## config.mk

```make
export PLATFORM = sky130hd
export DESIGN_NAME = pfs_sleep_seq
export DESIGN_NICKNAME = d
export VERILOG_FILES = /design/src/rtl/pfs_pkg.sv /design/src/rtl/pfs_sync.sv /design/src/rtl/pfs_settle_timer.sv /design/src/rtl/pfs_rst_stretch.sv /design/src/rtl/pfs_sleep_seq.sv
export SDC_FILE = /design/constraint.sdc
export NUM_CORES = 1
export LEC_CHECK = 0
export ABC_AREA = 1
export ABC_CLOCK_PERIOD_IN_PS = 4360
export BUFFER_PORTS_ARGS = -buffer_cell sky130_fd_sc_hd__buf_2
export CAP_MARGIN = 20
export CORE_MARGIN = 2
export CORE_UTILIZATION = 40
export DETAILED_ROUTE_END_ITERATION = 8
export PLACE_DENSITY = 0.63
export SLEW_MARGIN = 15
export SYNTH_ARGS = -nofsm -noshare
export SYNTH_HDL_FRONTEND = slang
export SYNTH_SLANG_ARGS = --single-unit
```

## constraint.sdc

```tcl
create_clock -name clk_i -period 4.36 [get_ports clk_i]
set_clock_uncertainty 0.15 [all_clocks]
set_input_delay 1.308 -clock clk_i [delete_from_list [all_inputs] [get_ports clk_i]]
set_output_delay 1.308 -clock clk_i [all_outputs]
set_load 0.05 [all_outputs]
```

## src/rtl/pfs_pkg.sv

```systemverilog
package pfs_pkg;
  typedef enum logic [2:0] {
    ST_RESET       = 3'd0,
    ST_RUN         = 3'd1,
    ST_SLEEP_ENTRY = 3'd2,
    ST_SLEEP       = 3'd3,
    ST_WAKE_SETTLE = 3'd4
  } pfs_state_e;
endpackage

```

## src/rtl/pfs_sync.sv

```systemverilog
module pfs_sync #(
  parameter int WIDTH = 1
) (
  input  logic             clk_i,
  input  logic             rst_ni,
  input  logic [WIDTH-1:0] d_i,
  output logic [WIDTH-1:0] q_o
);
  logic [WIDTH-1:0] meta_q, sync_q;

  always_ff @(posedge clk_i or negedge rst_ni) begin
    if (!rst_ni) begin
      meta_q <= '0;
      sync_q <= '0;
    end else begin
      meta_q <= d_i;
      sync_q <= meta_q;
    end
  end

  assign q_o = sync_q;
endmodule

```

## src/rtl/pfs_settle_timer.sv

```systemverilog
module pfs_settle_timer #(
  parameter int CYCLES = 328
) (
  input  logic clk_i,
  input  logic rst_ni,
  input  logic start_i,
  input  logic run_i,
  output logic done_o
);
  localparam int W = (CYCLES > 2) ? $clog2(CYCLES) : 1;
  localparam logic [W-1:0] LOAD = W'(CYCLES - 1);

  logic [W-1:0] cnt_q;

  always_ff @(posedge clk_i or negedge rst_ni) begin
    if (!rst_ni)                       cnt_q <= '0;
    else if (start_i)                  cnt_q <= LOAD;
    else if (run_i && cnt_q != '0)     cnt_q <= cnt_q - 1'b1;
  end

  assign done_o = run_i && (cnt_q == '0);

  // a fresh load never reports done in the following cycle
  AST_TMR_NO_EARLY_DONE: assert property (@(posedge clk_i) disable iff (!rst_ni)
    (start_i && CYCLES > 1) |=> !done_o);
endmodule

```

## src/rtl/pfs_rst_stretch.sv

```systemverilog
module pfs_rst_stretch #(
  parameter int STRETCH = 8
) (
  input  logic clk_i,
  input  logic rst_ni,
  input  logic cause_i,
  output logic rst_no
);
  localparam int W = $clog2(STRETCH + 1);
  localparam logic [W-1:0] LOAD = W'(STRETCH);

  logic [W-1:0] cnt_q;

  always_ff @(posedge clk_i or negedge rst_ni) begin
    if (!rst_ni)              cnt_q <= LOAD;
    else if (cause_i)         cnt_q <= LOAD;
    else if (cnt_q != '0)     cnt_q <= cnt_q - 1'b1;
  end

  assign rst_no = rst_ni && !cause_i && (cnt_q == '0);

  AST_STRETCH_HOLD: assert property (@(posedge clk_i) disable iff (!rst_ni)
    (cause_i && STRETCH > 0) |=> !rst_no);
endmodule

```

## src/rtl/pfs_sleep_seq.sv

```systemverilog
module pfs_sleep_seq
  import pfs_pkg::*;
#(
  parameter int SETTLE_CYCLES  = 328,
  parameter int STRETCH_CYCLES = 8
) (
  input  logic       clk_i,
  input  logic       rst_ni,
  input  logic       batt_fault_i,
  input  logic       vdd_fault_i,
  input  logic       wake_i,
  input  logic       wdt_rst_i,
  output logic       pwr_en_o,
  output logic       rst_out_no,
  output logic [2:0] state_o
);
  localparam int NSYNC = 4;

  logic [NSYNC-1:0] raw_in, sync_in;
  logic batt_s, vdd_s, wake_s, wdt_s;

  assign raw_in = {wdt_rst_i, wake_i, vdd_fault_i, batt_fault_i};

  pfs_sync #(.WIDTH(NSYNC)) u_sync (
    .clk_i (clk_i),
    .rst_ni(rst_ni),
    .d_i   (raw_in),
    .q_o   (sync_in)
  );

  assign {wdt_s, wake_s, vdd_s, batt_s} = sync_in;

  pfs_state_e state_q, state_d;
  logic settle_start, settle_done, settle_run;

  assign settle_run   = (state_q == ST_WAKE_SETTLE);
  assign settle_start = (state_q == ST_SLEEP) && wake_s && !batt_s;

  pfs_settle_timer #(.CYCLES(SETTLE_CYCLES)) u_timer (
    .clk_i  (clk_i),
    .rst_ni (rst_ni),
    .start_i(settle_start),
    .run_i  (settle_run),
    .done_o (settle_done)
  );

  always_comb begin
    state_d = state_q;
    unique case (state_q)
      ST_RESET:       state_d = ST_RUN;
      ST_RUN:         if (batt_s || vdd_s) state_d = ST_SLEEP_ENTRY;
      ST_SLEEP_ENTRY: state_d = ST_SLEEP;
      ST_SLEEP:       if (settle_start) state_d = ST_WAKE_SETTLE;
      ST_WAKE_SETTLE: begin
        // supply fault is masked here
        if (batt_s)           state_d = ST_SLEEP_ENTRY;
        else if (settle_done) state_d = ST_RUN;
      end
      default:        state_d = ST_RESET;
    endcase
  end

  always_ff @(posedge clk_i or negedge rst_ni) begin
    if (!rst_ni) state_q <= ST_RESET;
    else         state_q <= state_d;
  end

  logic rst_cause;
  assign rst_cause = (state_q != ST_RUN) || wdt_s;

  pfs_rst_stretch #(.STRETCH(STRETCH_CYCLES)) u_stretch (
    .clk_i  (clk_i),
    .rst_ni (rst_ni),
    .cause_i(rst_cause),
    .rst_no (rst_out_no)
  );

  always_comb begin
    unique case (state_q)
      ST_SLEEP_ENTRY, ST_SLEEP: pwr_en_o = 1'b0;
      default:                  pwr_en_o = 1'b1;
    endcase
  end

  assign state_o = state_q;

  AST_FAULT_TO_ENTRY: assert property (@(posedge clk_i) disable iff (!rst_ni)
    (state_q == ST_RUN && (batt_s || vdd_s)) |=> (state_q == ST_SLEEP_ENTRY));
  AST_ENTRY_ONE_CYCLE: assert property (@(posedge clk_i) disable iff (!rst_ni)
    (state_q == ST_SLEEP_ENTRY) |=> (state_q == ST_SLEEP));
  AST_WAKE_BLOCKED: assert property (@(posedge clk_i) disable iff (!rst_ni)
    (state_q == ST_SLEEP && batt_s) |=> (state_q == ST_SLEEP));
  AST_SETTLE_MASK: assert property (@(posedge clk_i) disable iff (!rst_ni)
    (state_q == ST_WAKE_SETTLE && !batt_s) |=>
      (state_q == ST_WAKE_SETTLE || state_q == ST_RUN));
  AST_SETTLE_BATT_EXIT: assert property (@(posedge clk_i) disable iff (!rst_ni)
    (state_q == ST_WAKE_SETTLE && batt_s) |=> (state_q == ST_SLEEP_ENTRY));
  AST_RST_OFF_RUN: assert property (@(posedge clk_i) disable iff (!rst_ni)
    (state_q != ST_RUN) |-> !rst_out_no);
  AST_PWR_OFF_ASLEEP: assert property (@(posedge clk_i) disable iff (!rst_ni)
    (state_q == ST_SLEEP) |-> !pwr_en_o);
  AST_RESET_TO_RUN: assert property (@(posedge clk_i) disable iff (!rst_ni)
    (state_q == ST_RESET) |=> (state_q == ST_RUN));
endmodule

```

[Word-level counts from Yosys, hierarchy flattened]
Index checks and enable logic that the tools add are counted.
Cells by class
  bitwise gates (word level): 0
  reduce and logical (&&, ||, !) cells: 19
  mux-type cells: 10
  shift operators: 0
  div/mod/pow operators: 0
  $mul: 0
  add/sub/neg operators: 2
  order comparisons: 0
  equality and inequality tests: 8
Operators by type and width (number)
  two-way mux 9 bit: 2
  one-hot mux 3 bit (5 select lines): 1
  two-way mux 3 bit: 4
  zero test 9 bit: 1
  nonzero test 9 bit: 1
  subtractor 9 x 1 -> 9 bit, second input constant: 1
  two-way mux 4 bit: 2
  == test 3 x 2 -> 1 bit, second input constant: 2
  logical AND 1 bit: 6
  zero test 4 bit: 1
  != test 2 bit, second input constant: 2
  nonzero test 2 bit: 2
  nonzero test 4 bit: 1
  subtractor 4 x 1 -> 4 bit, second input constant: 1
  == test 3 x 1 -> 1 bit, second input constant: 1
  == test 3 bit, second input constant: 1
  zero test 3 bit: 1
  != test 3 x 1 -> 1 bit, second input constant: 1
  != test 3 bit, second input constant: 1
  AND reduction 3 bit: 1
  zero test 1 bit: 2
  logical OR 1 bit: 2
  OR reduction 2 bit: 1
  two-way mux 1 bit: 1
Storage, ports and cells
  memories: 0
  latch bits: 0
  bits in read-only memories: 0
  output and inout bits: 5
  flip-flop bits (word level): 24
  word-level logic and storage cells: 44
  memory bits (writable): 0
  input port bits: 6

[Longest topological paths before layout]
Gate-level depths: netlist of the first run.
  depth after elaboration: 5
  mapped depth: 10
  mapped depth without buffers: 10

[Modules after synthesis]
A second synthesis of the first run with hierarchy kept.
Second synthesis, totals
  cell total of the unflattened synthesis: 162
  area total of the unflattened synthesis: 1321.3 sq um
By module, submodules not included
  pfs_settle_timer: cells each 84, area each 599.3 sq um, seq. area each 225.2 sq um, times used 1
  pfs_rst_stretch: cells each 32, area each 264.0 sq um, seq. area each 101.3 sq um, times used 1
  pfs_sleep_seq: cells each 38, area each 257.7 sq um, seq. area each 75.1 sq um, times used 1
  pfs_sync: cells each 8, area each 200.2 sq um, seq. area each 200.2 sq um, times used 1

[Least setup slack after synthesis of the first run]
OpenSTA, ideal clock, no wires.
  kind: input -> output
  start: input rst_ni
  end: output rst_out_no
  arrival: 2.021 ns
  buffers on the path: 0
  required time: 2.902 ns
  slack: 0.881 ns
  stages on the path: 2
  cells stage by stage: nand2_1 > nor2_1
On the way
  word-level cells in the longest chain between the ends: 2
RTL lines
  from (decl): RTL line pfs_sleep_seq.sv:8  | input logic rst_ni,
  logical AND 1 bit (2 in a row): RTL line pfs_rst_stretch.sv:20  | assign rst_no = rst_ni && !cause_i && (cnt_q == '0);
  to (decl): RTL line pfs_sleep_seq.sv:14  | output logic rst_out_no,
Every way passes these cells.

[Final worst setup path of the first run]
  start: register u_stretch.cnt_q[0]
  end: output rst_out_no
On the way
  word-level cells in the longest chain between the ends: 2
RTL lines
  from (decl): RTL line pfs_rst_stretch.sv:12  | logic [W-1:0] cnt_q;
  from (signal assigned): RTL line pfs_rst_stretch.sv:17  | else if (cnt_q != '0) cnt_q <= cnt_q - 1'b1;
  zero test 4 bit: RTL line pfs_rst_stretch.sv:20
  logical AND 1 bit: RTL line pfs_rst_stretch.sv:20
Every way passes these cells.

==> run_results.csv, run 1 <==
group,metric,value,unit
run_status,outcome,"finished, final reports clean",
sta,rsz0062_at_grt,"false",
synthesis,synth-simple-area-share,0.270,
hold_path,hold_path.class,"reg -> reg",
synthesis,synth_cell_types,27,
power,pwr-share-clk,0.209,
worst_setup_path,critical_path_class,"reg -> out",
sta,fin_crit_sh,0.765,
placement,place_inst,177,
synthesis,yosysMostFrequentCell,"nand2_1",
grt,antenna_found_initial,0,
synthesis,synth_edf_count,0,
worst_setup_path,cp.required,2900,ps
worst_setup_path,timing.critical_path.slowest_cell_delay,380,ps
power,leakagePower,0.000688,uW
grt,grt_util_all_layers,0.136,
sta,finalHoldViolations,0,
sta,layout_setup_ws,1020,ps
worst_setup_path,cp_top_family,"simple AND/OR/NAND/NOR gates",
synthesis,synth_fa_ha_area_frac,0.0215,
finish,syn_to_final_growth,12.8,%
cts,post-cts-setup-buffers,0,
sta,fin_setup_tns,0,ps
finish,fillers,273,
cts,cts_tree,"done",
sta,drv_slew,0,
die,core,2760,sq um
detailed_routing,vias,863,
power,sequentialPowerShare,0.407,
cts,cts_hold_buf,0,
power,combPwrFrac,0.384,
synthesis,synthCells,135,
cts,path_clk_slew,140,ps
cts,cts_sinks,24,
detailed_routing,wire_per_inst,11.1,um
placement,dp_hpwl,1500,um
cts,clockBufferDepth,2,
sta,fin_crit,3340,ps
finish,drive_above_1_share,0.193,
detailed_routing,routed_wl,2010,um
power,vdd.ir_drop.worst,376,uV
synthesis,synth-main-ff-cell,"dfrtp_1",
synthesis,synth.cell_area,1160,sq um
placement,place_congestion,0.775,
cts,clock_latency,310,ps
sta,setup_viol,0,
grt,grt_pass1_vias,848,
synthesis,synthMuxAreaShare,0,
detailed_routing,postRouteAntennaNets,0,
die,num_io_pins,11,
finish,finalNetCount,159,
synthesis,synth-async-reset-ratio,1.00,
worst_setup_path,critical_path_arrival,1880,ps
worst_setup_path,crit_path_end_kind,"primary output",
cts,cts_root_buf,"clkbuf_4",
synthesis,syn_nets,143,
worst_setup_path,path_cells,"inv_1 > ha_1 > nand2_1 > nor2_1 > nand2_1 > nor2_1 > buf_2",
worst_setup_path,cp_num_buf_inv,2,
sta,slew_headroom,0.728,
cts,htree_levels,1,
synthesis,synth_largest_area_cell,"dfrtp_1",
synthesis,yosysWarningCount,0,
power,p_int,462,uW
grt,grt_pass1_wl,3510,um
placement,port_buffers,10,
die,die_area,3350,sq um
power,switchingPower,306,uW
detailed_routing,drc_errors,0,
synthesis,netlist.area_leader.share,0.495,
finish,stdcell_count,181,
synthesis,avgSynthCellArea,8.61,sq um
synthesis,ys_top_cells_by_count,"31 x nand2_1, 23 x dfrtp_1, 21 x inv_1, 13 x nor2_1, 9 x nand3_1",
placement,dpl_worst_slack,1020,ps
cts,cts_resized,0,
power,swShare,0.398,
detailed_routing,drtIter0Drc,21,
synthesis,ys_ff_latch,24,
power,p_per_area,585,nW/um^2
cts,numCtsBuffers,3,
grt,grt_max_degree,25,
worst_setup_path,cpMaxStageDelayCell,"dfrtp_1",
worst_setup_path,startpoint_type,"flop",
sta,fmax,300,MHz
detailed_routing,firstDrtPassIters,4,
die,fp-row-count,19,
run,max_cap_viol_count,0,
synthesis,synth-xor-area-share,0.0377,
sta,holdWs,215,ps
synthesis,yosysSeqAreaShare,0.518,
die,die_h,57.9,um
die,initial_core_util,0.422,
die,die_w,57.9,um
sta,worst_slew_pin_slew,406,ps
synthesis,synth_top_family_by_area,"simple AND/OR/NAND/NOR gates",
synthesis,synth.area.top_cells,"dfrtp_1 50%, nand2_1 10%, inv_1 6.8%, nor2_1 4.2%, nand3_1 3.9%",
grt,overflow,0,
worst_setup_path,worstPathMaxFanout,7,
finish,antennaDiodeCount,0,
synthesis,synth_compound_area_frac,0.0732,
detailed_routing,vias_per_cell,4.77,
## per-layer routing
metal  wire [um]  track usage
met1        1010        0.178
met2         920        0.224
met3          60       0.0201
met4          16       0.0598
met5           0            0
## state kept, by name (all words and copies together) (netlist names)
register and flops:
u_timer.cnt_q 9, u_stretch.cnt_q 4, u_sync.meta_q 4, u_sync.q_o 4, state_o 3
## cell usage in the layout (no fill, tap or decap), drive strengths merged, types with 2 or more instances in the layout
master  netlist  layout
o21ai         6       6
or2           3       3
ha            2       2
xnor2         2       2
nand2        34      34
dfrtp        23      23
inv          24      24
buf           0      11
clkbuf        0       3
o31ai         2       2
a21oi         2       2
nand3        11      11
nor2         15      15
xor2          3       3
nor3          2       2
## per-stage QoR
step,total power (uW),utilization,cell area [sq um]
2_1_floorplan,546,-,1160
3_3_place_gp,604,0.456,1260
3_5_place_dp,612,0.456,1260
4_1_cts,777,0.475,1310
5_1_grt,822,0.475,1310
6_report,767,0.475,1310
## area by class of cell
type / instances / area [sq um] / area share
Timing Repair Buffer: 11 / 57.6 / 0.0439
Clock inverter: 1 / 30.0 / 0.0229
Clock buffer: 3 / 22.5 / 0.0172
Tap cell: 31 / 38.8 / 0.0296
Inverter: 24 / 92.6 / 0.0706
Multi-Input combinational cell: 87 / 468 / 0.357
Sequential cell: 24 / 602 / 0.459
## final timing paths
check,start,to,slack (ps),cells after the start
setup / recovery,u_stretch.cnt_q[0]$_DFFE_PN0P_,rst_out_no,1020,7
hold / removal,u_sync.meta_q[3]$_DFF_PN0_,u_sync.q_o[3]$_DFF_PN0_,210,0
setup reg to reg,u_timer.cnt_q[0]$_DFFE_PN0P_,u_timer.cnt_q[6]$_DFFE_PN0P_,2710,9
hold reg to reg,u_sync.meta_q[3]$_DFF_PN0_,u_sync.q_o[3]$_DFF_PN0_,210,0
max in group asynchronous,rst_ni,u_stretch.cnt_q[3]$_DFFE_PN1P_,2950,2
min in group asynchronous,rst_ni,state_o[2]$_DFFE_PN0P_,820,2
## cells by family after synthesis
group                      after synthesis
DFF                                     24
buffers and inverters                   24
adders and majority gates                2
and+or+nand+nor                         66
AOI/OAI and AO/OA                       14
xor gates and xnor gates                 5
## power groups by stage
stage | clock network, uW | registers, uW | logic, uW
after global routing | 174 | 317 | 331
after detailed placement | 0 | 316 | 296
after global placement | 0 | 314 | 290
final | 160 | 312 | 295
after floorplan | 0 | 347 | 200
after CTS | 167 | 312 | 298
Note: power is estimated with default switching activity, not from simulation.
==> run 2: changes to the inputs <==
--- a/config.mk
+++ b/config.mk
@@ -6,13 +6,13 @@
 export NUM_CORES = 1
 export LEC_CHECK = 0
 export ABC_AREA = 1
-export ABC_CLOCK_PERIOD_IN_PS = 4360
+export ABC_CLOCK_PERIOD_IN_PS = 2700
 export BUFFER_PORTS_ARGS = -buffer_cell sky130_fd_sc_hd__buf_2
 export CAP_MARGIN = 20
 export CORE_MARGIN = 2
 export CORE_UTILIZATION = 40
 export DETAILED_ROUTE_END_ITERATION = 8
-export PLACE_DENSITY = 0.63
+export PLACE_DENSITY = 0.65
 export SLEW_MARGIN = 15
 export SYNTH_ARGS = -nofsm -noshare
 export SYNTH_HDL_FRONTEND = slang
==> constraint.sdc (replaced) <==
create_clock -name clk_i -period 2.7 [get_ports clk_i]
set_clock_uncertainty 0.15 [all_clocks]
set_input_delay 0.81 -clock clk_i [delete_from_list [all_inputs] [get_ports clk_i]]
set_output_delay 0.81 -clock clk_i [all_outputs]
set_load 0.05 [all_outputs]
==> run_results.csv, run 2 (synthesis gave the netlist of run 1 again) <==
group,metric,value,unit
worst_setup_path,startpoint_type,"flop",
sta,fin_crit,2520,ps
power,vdd.ir_drop.worst,561,uV
sta,rsz0062_at_grt,"false",
die,initial_core_util,0.422,
placement,dpl_worst_slack,376,ps
die,fp-row-count,19,
detailed_routing,drtIter0Drc,49,
sta,fmax,397,MHz
sta,finalHoldViolations,0,
placement,port_buffers,10,
die,core,2760,sq um
finish,drive_above_1_share,0.205,
grt,antenna_found_initial,0,
die,die_w,57.9,um
cts,clock_latency,310,ps
sta,fin_crit_sh,0.932,
worst_setup_path,path_cells,"inv_1 > ha_1 > nand2_1 > nor2_1 > nand2_1 > nor2_1 > buf_4",
detailed_routing,vias_per_cell,4.88,
hold_path,hold_path.class,"reg -> reg",
sta,slew_headroom,0.803,
die,die_area,3350,sq um
worst_setup_path,cpMaxStageDelayCell,"dfrtp_1",
die,die_h,57.9,um
grt,grtUsageMet1,0.153,
placement,place_congestion,0.833,
detailed_routing,vias,889,
grt,grt_util_met2,0.252,
cts,cts_hold_buf,0,
grt,grt_pass1_wl,3560,um
finish,design_area,1320,sq um
sta,worst_slew_pin_slew,296,ps
sta,fin_setup_tns,0,ps
finish,finalNetCount,160,
sta,layout_setup_ws,183,ps
worst_setup_path,timing.critical_path.slowest_cell_delay,380,ps
worst_setup_path,cp.required,1740,ps
worst_setup_path,worstPathMaxFanout,4,
die,num_io_pins,11,
detailed_routing,drc_errors,0,
sta,drv_slew,0,
grt,grt_max_degree,25,
power,leakagePower,0.000693,uW
cts,numCtsBuffers,3,
grt,overflow,0,
run,max_cap_viol_count,0,
sta,setup_viol,0,
worst_setup_path,critical_path_arrival,1560,ps
cts,cts_root_buf,"clkbuf_4",
cts,clockBufferDepth,2,
worst_setup_path,crit_path_end_kind,"primary output",
cts,cts_tree,"done",
cts,cts_sinks,24,
finish,final_common_cell,"nand2_1",
detailed_routing,firstDrtPassIters,4,
finish,regMostFlops,"u_timer.cnt_q",
placement,post_dp_cell_area,1270,sq um
grt,grt_util_all_layers,0.137,
detailed_routing,postRouteAntennaNets,0,
finish,final_cell_mix,"31 x nand2_1, 23 x dfrtp_1, 21 x inv_1",
grt,met3_usage,0.0469,
finish,antennaDiodeCount,0,
finish,syn_to_final_growth,13.9,%
finish,largest_reg_flops,9,
detailed_routing,routed_wl,1960,um
cts,path_clk_slew,130,ps
cts,htree_levels,1,
placement,dp_hpwl,1560,um
grt,grt_pass1_vias,891,
worst_setup_path,critical_path_class,"reg -> out",
power,p_per_area,944,nW/um^2
run_status,outcome,"finished, final reports clean",
detailed_routing,wire_per_inst,10.8,um
grt,top_usage_layer,"met2",
run 2: cell count changes in the layout (fill, tap and decap cells not counted), sizes merged:
| cell | delta |
|---|---|
| buf | +1 |
run 2: power breakdown:
group	internal, uW	total, uW	switching (uW)	leakage (uW)
Combinational	163	489	327	0.000379
Clock	150	258	108	0.0000279
Sequential	439	502	62.9	0.000286
run 2: worst max-delay path, delay by kind of cell, from the launching register on:
family | cells | cell delay [ps]
simple gates | 4 | 380
fa+ha+maj | 1 | 170
buf+inv | 2 | 310
flops | 1 | 380
run 2: path summary, 6_finish.rpt:
check                                                from                             end  slack (ps)  depth (start not counted)
max                        u_stretch.cnt_q[0]$_DFFE_PN0P_                      rst_out_no         180                          7
min                            u_sync.meta_q[3]$_DFF_PN0_         u_sync.q_o[3]$_DFF_PN0_         210                          0
max reg2reg                  u_timer.cnt_q[0]$_DFFE_PN0P_    u_timer.cnt_q[6]$_DFFE_PN0P_        1050                          9
min reg2reg                    u_sync.meta_q[3]$_DFF_PN0_         u_sync.q_o[3]$_DFF_PN0_         210                          0
max in group asynchronous                          rst_ni  u_stretch.cnt_q[3]$_DFFE_PN1P_        1760                          2
min in group asynchronous                          rst_ni    u_timer.cnt_q[4]$_DFFE_PN0P_         360                          2
run 2: final cells by class:
type / instances / area (sq um)
clock buffers: 3 / 22.5
clock inverters: 1 / 30.0
fillers: 272 / 1430
inverters: 24 / 92.6
multi-input cells: 87 / 470
flip-flops and latches: 24 / 602
well taps: 31 / 38.8
repair buffers: 12 / 67.6
run 2: routing by layer:
| metal | wire length [um] | vias up |
|---|---|---|
| met5 | 0 | - |
| met4 | 21 | 0 |
| met3 | 75 | 4 |
| met2 | 1020 | 15 |
| met1 | 849 | 417 |
| li1 | - | 453 |
run 2: per-stage QoR:
step	cells	total power [uW]	hold WS [ps]	util
after floorplan	135	882	181	-
after global placement	178	979	183	0.459
after detailed placement	178	1000	185	0.459
after CTS	182	1260	216	0.478
after global routing	182	1340	225	0.480
final	182	1250	213	0.480
run 2: timing repair:
action,CTS,global route
setup endpoints to repair,0,1
resized for setup,0,3
buffers inserted,0,0
==> run 3: changes to the inputs <==
--- a/config.mk
+++ b/config.mk
@@ -8,11 +8,11 @@
 export ABC_AREA = 1
 export ABC_CLOCK_PERIOD_IN_PS = 2700
 export BUFFER_PORTS_ARGS = -buffer_cell sky130_fd_sc_hd__buf_2
-export CAP_MARGIN = 20
 export CORE_MARGIN = 2
 export CORE_UTILIZATION = 40
 export DETAILED_ROUTE_END_ITERATION = 8
 export PLACE_DENSITY = 0.65
+export SETUP_SLACK_MARGIN = 0.5
 export SLEW_MARGIN = 15
 export SYNTH_ARGS = -nofsm -noshare
 export SYNTH_HDL_FRONTEND = slang
==> run_results.csv, run 3 (synthesis gave the netlist of run 1 again) <==
group,metric,value,unit
placement,port_buffers,10,
worst_setup_path,r2r_end,"u_timer.cnt_q[6]$_DFFE_PN0P_",
finish,fillers,253,
detailed_routing,drc_errors,0,
hold_path,holdPathEnd,"u_sync.q_o[2]$_DFF_PN0_",
power,vdd.ir_drop.worst,711,uV
grt,grt_pass1_wl,3860,um
detailed_routing,vias_per_cell,4.85,
die,initial_core_util,0.422,
run,max_cap_viol_count,0,
grt,grt_util_all_layers,0.151,
worst_setup_path,r2r_slack,1050,ps
cts,clock_latency,310,ps
worst_setup_path,startpoint_type,"flop",
worst_setup_path,cp_num_buf_inv,2,
sta,fin_setup_tns,0,ps
worst_setup_path,r2r-start,"u_timer.cnt_q[0]$_DFFE_PN0P_",
sta,slew_headroom,0.801,
die,die_h,57.9,um
worst_setup_path,cp_top_family,"flip-flops",
power,leakagePower,0.000752,uW
sta,drv_slew,0,
die,die_w,57.9,um
detailed_routing,wire_per_inst,11.8,um
sta,finalHoldViolations,0,
run_status,outcome,"finished, final reports clean",
sta,rsz0062_at_grt,"true",
worst_setup_path,cp.required,1740,ps
sta,holdWs,214,ps
placement,dp_hpwl,1560,um
finish,finalNetCount,171,
worst_setup_path,worstPathMaxFanout,2,
sta,worst_slew_pin_slew,298,ps
detailed_routing,vias,936,
worst_setup_path,crit_top_cell,"nor2_4",
sta,fin_crit_sh,0.886,
sta,setup_viol,0,
detailed_routing,routed_wl,2270,um
cts,cts_root_buf,"clkbuf_4",
grt,overflow,0,
placement,place_congestion,0.808,
finish,final_common_cell,"nand2_1",
cts,cts_tree,"done",
die,fp-row-count,19,
worst_setup_path,crit_path_end_kind,"primary output",
worst_setup_path,path_cells,"inv_2 > ha_4 > nand2_4 > nor2_4 > nand2_2 > nor2_4 > buf_6",
hold_path,holdCritStartpoint,"u_sync.meta_q[2]$_DFF_PN0_",
detailed_routing,firstDrtPassIters,4,
cts,clockBufferDepth,2,
finish,largest_reg_flops,9,
detailed_routing,drtIter0Drc,25,
finish,regMostFlops,"u_timer.cnt_q",
detailed_routing,postRouteAntennaNets,0,
worst_setup_path,timing.critical_path.slowest_cell_delay,400,ps
hold_path,min_path_cells,0,
worst_setup_path,worstRegToRegCells,9,
cts,cts_sinks,24,
grt,grt_max_degree,25,
sta,fmax,418,MHz
worst_setup_path,critical_path_class,"reg -> out",
cts,numCtsBuffers,3,
finish,antennaDiodeCount,0,
die,die_area,3350,sq um
hold_path,hold_path.class,"reg -> reg",
cts,path_clk_slew,130,ps
die,num_io_pins,11,
grt,grt_pass1_vias,920,
finish,syn_to_final_growth,25.9,%
die,core,2760,sq um
sta,fin_crit,2390,ps
cts,htree_levels,1,
worst_setup_path,critical_path_arrival,1430,ps
grt,antenna_found_initial,0,
finish,drive_above_1_share,0.333,
finish,final_cell_mix,"29 x nand2_1, 20 x dfrtp_1, 17 x inv_1",
worst_setup_path,cpMaxStageDelayCell,"dfrtp_1",
power,p_per_area,962,nW/um^2
==> run 3: cell types whose count changed in the layout (fill, tap and decap cells not counted), sizes merged <==
| cell | delta |
|---|---|
| buf | +11 |
==> run 3: per-stage QoR <==
stage	instance area, sq um	util	cells	power (uW)	setup slack, ps
floorplan	1180	-	135	895	511
detailed placement	1270	0.462	177	1000	343
global route	1460	0.531	193	1510	219
CTS	1440	0.522	192	1360	312
global placement	1270	0.462	177	981	380
finish	1460	0.531	193	1410	307
==> run 3: timing repair <==
item / 4_1_cts / 5_1_grt
setup buffers: 11 / 1
endpoints found under the hold margin: 0 / 0
gates resized for setup: 10 / 7
pin swaps: 3 / 4
setup endpoints to repair: 1 / 2
hold buffers: 0 / 0
==> run 3: report_power, final <==
part,internal [uW],switching [uW]
clock,150,109
sequential,443,60.5
combinational,263,382
total,856,551
==> run 3: layer usage <==
layer / track usage / wire, um
met1: 0.189 / 1080
met5: 0 / 0
met3: 0.0379 / 85
met4: 0.0664 / 31
met2: 0.248 / 1070
==> run 3: layout make-up <==
cell class | instances | area (sq um) | share of cell area
clock buffer | 3 | 22.5 | 0.0154
inverter | 24 | 95.1 | 0.0650
multi-input combinational | 87 | 508 | 0.347
sequential | 24 | 606 | 0.414
clock inverter | 1 | 30.0 | 0.0205
tap | 31 | 38.8 | 0.0265
timing repair buffer | 23 | 164 | 0.112
==> run 3: worst max path at each step <==
stage,from,end,slack (ps),cells past startpoint
final,u_stretch.cnt_q[0]$_DFFE_PN0P_,rst_out_no,310,7
after global routing,u_stretch.cnt_q[0]$_DFFE_PN0P_,rst_out_no,220,7
after CTS,u_stretch.cnt_q[1]$_DFFE_PN0P_,rst_out_no,310,7
after detailed placement,u_stretch.cnt_q[0]$_DFFE_PN0P_,rst_out_no,340,7
after global placement,rst_ni,rst_out_no,380,4
after floorplan,u_stretch.cnt_q[0]$_DFFE_PN0P_,rst_out_no,510,6
==> run 3: worst register-to-register path, delay by kind of cell (launching register included) <==
kind	cells	cell delay, ps
adders and majority gates	1	230
and+or+nand+nor	6	580
buffers and inverters	1	120
AOI/OAI and AO/OA	1	80
DFF	1	400
